===== config.mk =====
export PLATFORM = sky130hd
export DESIGN_NAME = logic_selftest
export DESIGN_NICKNAME = d
export VERILOG_FILES = /design/src/rtl/selftest_pkg.sv /design/src/rtl/selftest_datapath.sv /design/src/rtl/selftest_control.sv /design/src/rtl/logic_selftest.sv
export SDC_FILE = /design/constraint.sdc
export NUM_CORES = 1
export LEC_CHECK = 0
export ABC_CLOCK_PERIOD_IN_PS = 1600
export BUFFER_PORTS_ARGS = -buffer_cell sky130_fd_sc_hd__buf_2
export CAP_MARGIN = 0
export CELL_PAD_IN_SITES_DETAIL_PLACEMENT = 1
export CELL_PAD_IN_SITES_GLOBAL_PLACEMENT = 2
export CORE_ASPECT_RATIO = 0.9
export CORE_MARGIN = 10
export CORE_UTILIZATION = 28
export DETAILED_ROUTE_END_ITERATION = 10
export PLACE_DENSITY_LB_ADDON = 0.1
export REMOVE_ABC_BUFFERS = 1
export SETUP_SLACK_MARGIN = 0.2
export SYNTH_ARGS = -nofsm -noshare
export SYNTH_HDL_FRONTEND = slang
export SYNTH_SLANG_ARGS = --single-unit

===== constraint.sdc =====
create_clock -name clk -period 1.6 [get_ports clk]
set_clock_uncertainty 0.1 [all_clocks]
set_input_delay 0 -clock clk [delete_from_list [all_inputs] [get_ports clk]]
set_output_delay 0 -clock clk [all_outputs]
set_load 0.005 [all_outputs]

===== src/rtl/selftest_pkg.sv =====
package selftest_pkg;

  typedef enum logic [1:0] {
    ST_IDLE    = 2'd0,
    ST_RUN     = 2'd1,
    ST_COMPARE = 2'd2,
    ST_DONE    = 2'd3
  } phase_e;

  typedef struct packed {
    logic init;
    logic step;
    logic capture;
  } strobe_t;

endpackage


===== src/rtl/selftest_datapath.sv =====
module selftest_datapath
  import selftest_pkg::*;
#(
  parameter int WIDTH = 16,
  parameter logic [WIDTH-1:0] POLY_MASK = 16'hB400,
  parameter logic [WIDTH-1:0] SEED = 16'hACE1
) (
  input  logic             clk,
  input  logic             rstN,
  input  strobe_t          ctl,
  input  logic [WIDTH-1:0] cutOut,
  input  logic [WIDTH-1:0] goldenSig,
  output logic [WIDTH-1:0] pattern,
  output logic             okayFlag
);

  function automatic logic [WIDTH-1:0] galoisStep(input logic [WIDTH-1:0] s);
    logic [WIDTH-1:0] n;
    n = s >> 1;
    if (s[0]) n = n ^ POLY_MASK;
    return n;
  endfunction

  logic [WIDTH-1:0] lfsrQ;
  logic [WIDTH-1:0] sigQ;
  logic             okayQ;

  always_ff @(posedge clk or negedge rstN) begin
    if (!rstN) begin
      lfsrQ <= SEED;
      sigQ  <= '0;
      okayQ <= 1'b0;
    end else begin
      if (ctl.init) begin
        lfsrQ <= SEED;
        sigQ  <= '0;
        okayQ <= 1'b0;
      end else if (ctl.step) begin
        lfsrQ <= galoisStep(lfsrQ);
        sigQ  <= galoisStep(sigQ) ^ cutOut;
      end else if (ctl.capture) begin
        okayQ <= (sigQ == goldenSig);
      end
    end
  end

  assign pattern  = lfsrQ;
  assign okayFlag = okayQ;

  a_r3_lfsr_nonzero: assert property (@(posedge clk) disable iff (!rstN)
    lfsrQ != '0);

  a_r4_sig_cleared: assert property (@(posedge clk) disable iff (!rstN)
    ctl.init |=> (sigQ == '0 && lfsrQ == SEED));

  a_r3_lfsr_advances: assert property (@(posedge clk) disable iff (!rstN)
    (ctl.step && !ctl.init) |=> lfsrQ != $past(lfsrQ));

endmodule


===== src/rtl/selftest_control.sv =====
module selftest_control
  import selftest_pkg::*;
#(
  parameter int PATTERNS = 1024
) (
  input  logic    clk,
  input  logic    rstN,
  input  logic    start,
  output strobe_t ctl,
  output logic    testMode,
  output logic    testDone
);

  localparam int CW = (PATTERNS > 1) ? $clog2(PATTERNS) : 1;
  localparam logic [CW-1:0] LAST = CW'(PATTERNS - 1);

  phase_e        stQ;
  phase_e        stD;
  logic [CW-1:0] cntQ;

  always_comb begin
    stD = stQ;
    ctl = '0;
    unique case (stQ)
      ST_IDLE, ST_DONE: begin
        if (start) begin
          ctl.init = 1'b1;
          stD      = ST_RUN;
        end
      end
      ST_RUN: begin
        ctl.step = 1'b1;
        if (cntQ == LAST) stD = ST_COMPARE;
      end
      ST_COMPARE: begin
        ctl.capture = 1'b1;
        stD         = ST_DONE;
      end
      default: stD = ST_IDLE;
    endcase
  end

  always_ff @(posedge clk or negedge rstN) begin
    if (!rstN) begin
      stQ  <= ST_IDLE;
      cntQ <= '0;
    end else begin
      stQ <= stD;
      if (ctl.init) cntQ <= '0;
      else if (ctl.step) cntQ <= cntQ + 1'b1;
    end
  end

  assign testMode = (stQ == ST_RUN);
  assign testDone = (stQ == ST_DONE);

  a_r9_start_ignored: assert property (@(posedge clk) disable iff (!rstN)
    (stQ == ST_RUN && cntQ != LAST) |=> stQ == ST_RUN);

  a_r8_done_hold: assert property (@(posedge clk) disable iff (!rstN)
    (testDone && !start) |=> testDone);

  a_r5_done_after_compare: assert property (@(posedge clk) disable iff (!rstN)
    $rose(testDone) |-> $past(stQ) == ST_COMPARE);

  a_r3_run_leaves_after_last: assert property (@(posedge clk) disable iff (!rstN)
    (testMode && cntQ == LAST) |=> !testMode);

endmodule


===== src/rtl/logic_selftest.sv =====
module logic_selftest
  import selftest_pkg::*;
#(
  parameter int WIDTH = 16,
  parameter int PATTERNS = 1024,
  parameter logic [WIDTH-1:0] POLY_MASK = 16'hB400,
  parameter logic [WIDTH-1:0] SEED = 16'hACE1
) (
  input  logic             clk,
  input  logic             rstN,
  input  logic             start,
  input  logic [WIDTH-1:0] funcIn,
  input  logic [WIDTH-1:0] cutOut,
  input  logic [WIDTH-1:0] goldenSig,
  output logic [WIDTH-1:0] cutIn,
  output logic             testMode,
  output logic             testDone,
  output logic             testOkay
);

  strobe_t          ctl;
  logic [WIDTH-1:0] pattern;

  selftest_control #(.PATTERNS(PATTERNS)) ctrl_i (
    .clk(clk), .rstN(rstN), .start(start),
    .ctl(ctl), .testMode(testMode), .testDone(testDone)
  );

  selftest_datapath #(.WIDTH(WIDTH), .POLY_MASK(POLY_MASK), .SEED(SEED)) dp_i (
    .clk(clk), .rstN(rstN), .ctl(ctl), .cutOut(cutOut),
    .goldenSig(goldenSig), .pattern(pattern), .okayFlag(testOkay)
  );

  assign cutIn = testMode ? pattern : funcIn;

  a_r7_okay_needs_done: assert property (@(posedge clk) disable iff (!rstN)
    testOkay |-> testDone);

endmodule


==> reports/metrics.json <==
{
  "worst_endpoint_data_arrival_time_ns": 1.59,
  "grt_util_all_layers_pct": 11.4,
  "clk_root_buffer_cell": "clkbuf_8",
  "critPathMaxFanout": 7,
  "tritoncts_num_sinks": 45,
  "cts-root-to-sink-buffers": 2,
  "post_synth_num_cell_types": 32,
  "remaining_antenna_violation_count_after_routing": 0,
  "height_of_the_die_um": 110,
  "syn-instance-count": 262,
  "min_period_ns": 1.69,
  "max_capacitance_violation_total": 0,
  "synth-seq-cells": 45,
  "cp_slowest_stage_delay_ns": 0.40,
  "syn_avg_cell_area_um2": 9.57,
  "cts.reportedPaths.clkPinSlew_ns": 0.09,
  "post_layout_nonfiller_instances": 511,
  "max_slew.worst_pin.slew_ns": 0.513,
  "grt_start_max_net_pins": 27,
  "finalMaxSlewViolations": 0,
  "route.detailed.wl_per_inst_um": 15.9,
  "cts_tree": "built",
  "grt_pass1_vias": 2436,
  "path_cells": "inv_2, ha_4, buf_6, buf_12, mux2_4, buf_6",
  "finalInstanceArea_um2": 4190,
  "drt_wl_total_um": 8120,
  "violations": "setup timing",
  "cts_made_buffers": 5,
  "ioPinCount": 70,
  "synthToLayoutAreaGrowth_pct": 67.0,
  "dr.first_iter.drc_count": 51,
  "place_hpwl_um": 5360,
  "synth_area_um2": 2510,
  "htree_levels": 2,
  "synth-seq-area-share_pct": 45.3,
  "overflow": 0,
  "core_area_um2": 8650,
  "finalSetupViolations": 20,
  "met3_wirelength_um": 216,
  "count_of_synthesis_stage_warnings_from_yosys": 0,
  "initial_utilization_pct": 29.0,
  "met2_length_um": 3970,
  "antenna-diode-count": 0,
  "report.final.hold_viol_count": 0,
  "post-place-cells": 458,
  "worstSetupEndpointType": "output port",
  "irDropWorstVdd_uv": 685,
  "worst_hold_class": "input port to flip-flop",
  "unrepaired_setup_endpoints_after_global_routing": "yes",
  "worst-endpoint-required_ns": 1.50,
  "cellLeakagePower_nw": 1.93,
  "post_drt_via_cell_ratio": 4.44,
  "post-route-period-util_pct": 105,
  "m1WireLength_um": 3890,
  "grt_pass1_wl_um": 12500,
  "vias": 2270,
  "num-nets-final": 447,
  "power_density_nw_per_um2": 1880,
  "dieArea_um2": 13100,
  "outcome": "complete, but fails checks",
  "placement_rows": 32,
  "drc": 0,
  "worst_skew_pair.late_latency_ns": 0.30,
  "fin_worst_hold_slack_ns": 0.0403,
  "clock.fmax_mhz": 593,
  "first_pass_iters": 4,
  "highest-signal-layer": "met4",
  "globalplace.congestion": 0.734,
  "drive_above_1_share_pct": 53.6,
  "slew_headroom_pct": 65.8,
  "critPathSlowestCell": "dfrtp_1",
  "final_critical_path_setup_slack_ns": -0.0855,
  "number_of_antenna_violations_at_the_first_check_in_global_routing": 0,
  "path_common_cell": "buf_6",
  "portBuffers": 69,
  "worstSetupStartpointType": "flip-flop",
  "fp.dieW_um": 120,
  "dpl-instance-area_um2": 3140,
  "critical_path_class": "flip-flop to output port"
}
[layout make-up]
type	count	area, um2
clock buffers	7	76.3
clock inverters	1	5.00
flip-flops and latches	45	1140
fillers	988	4460
well taps	119	149
repair buffers	136	1170
inverters	16	62.6
multi-input cells	187	1580
[layout by cell type (no fill, tap or decap), drive strengths merged]
cell type    netlist  final
xor2              20     20
clkinv             0      1
o31ai              1      1
dlygate4sd3        0     15
dfstp              8      8
nand2             24     24
and2               1      1
and3               1      1
a21o               1      1
mux2i              5      5
clkbuf             4     12
nor2              24     24
o41ai              1      1
mux2               3      3
inv               16     16
nand3              7      7
o21bai             1      1
ha                 5      5
a21oi             11     11
a211oi            14     14
xnor2             24     24
buf               10    116
nand2b            13     13
dfrtp             37     37
nand4              4      4
or3                3      3
nor4               3      3
o21ai             19     19
nor3               2      2
[cell usage after synthesis]
cell type	instances	area [um2]
nand2_1	24	90.1
nand2b_1	13	81.3
xor2_1	20	175
nand4_4	1	21.3
o31ai_4	1	21.3
a21oi_1	11	55.1
nand4_2	1	12.5
buf_1	3	11.3
o21ai_0	18	90.1
o21ai_2	1	8.76
ha_1	5	62.6
nand3_1	7	35.0
and3_1	1	6.26
inv_1	16	60.1
dfrtp_1	37	926
dfstp_2	8	210
nor3_1	2	10.0
a211oi_1	14	105
or3_1	3	18.8
nor2_1	24	90.1
buf_4	1	7.51
nor4_1	3	18.8
o21bai_1	1	7.51
mux2i_1	5	50.1
and2_1	1	6.26
mux2_2	3	33.8
buf_2	6	30.0
xnor2_1	24	210
o41ai_2	1	16.3
clkbuf_1	4	15.0
nand4_1	2	12.5
a21o_1	1	7.51
[cell families after synthesis]
group / share of synthesized area, %
flip-flops: 45.3
AO/OA/AOI/OAI: 12.4
buffers and inverters: 4.94
XOR/XNOR: 15.4
adder cells (fa/ha/maj): 2.50
AND/OR/NAND/NOR: 16.1
multiplexers: 3.34
[critical path, delay by kind of cell (launching register included)]
kind	cells	cell delay, ns
buffers and inverters	4	0.43
DFF	1	0.40
muxes	1	0.29
adders and majority gates	1	0.16
[final timing paths]
path,from,to,slack [ns],depth (start not counted)
worst max-delay path,ctrl_i.stQ[1]$_DFFE_PN0P_,cutIn[11],-0.09,6
worst min-delay path,goldenSig[2],dp_i.okayFlag$_DFFE_PN0P_,0.04,3
worst max register to register,ctrl_i.stQ[1]$_DFFE_PN0P_,ctrl_i.cntQ[8]$_DFFE_PN0P_,-0.04,7
worst min register to register,dp_i.pattern[15]$_DFFE_PN1P_,dp_i.pattern[15]$_DFFE_PN1P_,0.40,2
max in group asynchronous,rstN,ctrl_i.cntQ[3]$_DFFE_PN0P_,0.75,3
min in group asynchronous,rstN,dp_i.pattern[12]$_DFFE_PN0P_,0.10,2
[timing repair]
| action | 4_1_cts | 5_1_grt |
|---|---|---|
| buffers inserted | 14 | 9 |
| gates resized for setup | 75 | 48 |
| endpoints found under the hold margin | 60 | 0 |
| cloned | 2 | 5 |
| pin swaps | 9 | 17 |
| endpoints found under the setup margin | 57 | 59 |
| hold buffers | 15 | 0 |
[sequential cells by signal, indices dropped and copies added, names as in the netlist]
signal         count
ctrl_i.stQ         2
dp_i.pattern      16
dp_i.sigQ         16
dp_i.okayFlag      1
ctrl_i.cntQ       10
[per-layer routing]
metal | GRT usage [%] | vias up
li1 | - | 1124
met2 | 18.8 | 26
met1 | 15.0 | 1116
met5 | 0 | -
met3 | 2.41 | 4
met4 | 2.84 | 0
[where the power goes]
part | leakage (nW) | internal (mW) | switching (mW)
combinational | 1.32 | 2.88 | 2.25
sequential | 0.562 | 1.62 | 0.405
clock | 0.0422 | 0.308 | 0.401
[through the flow]
step           TNS [ns]  total power, mW  worst slack (ns)  utilization (%)
3_5_place_dp    -0.0446             5.03           -0.0272             36.3
4_1_cts          -0.604             7.00           -0.0744             44.0
5_1_grt           -2.72             8.46            -0.139             48.4
6_report         -0.651             7.86           -0.0855             48.4
3_3_place_gp          0             5.01            0.0169             36.3
2_1_floorplan    -56.83             3.77             -1.39                -
Note: power is estimated with default switching activity, not from simulation.
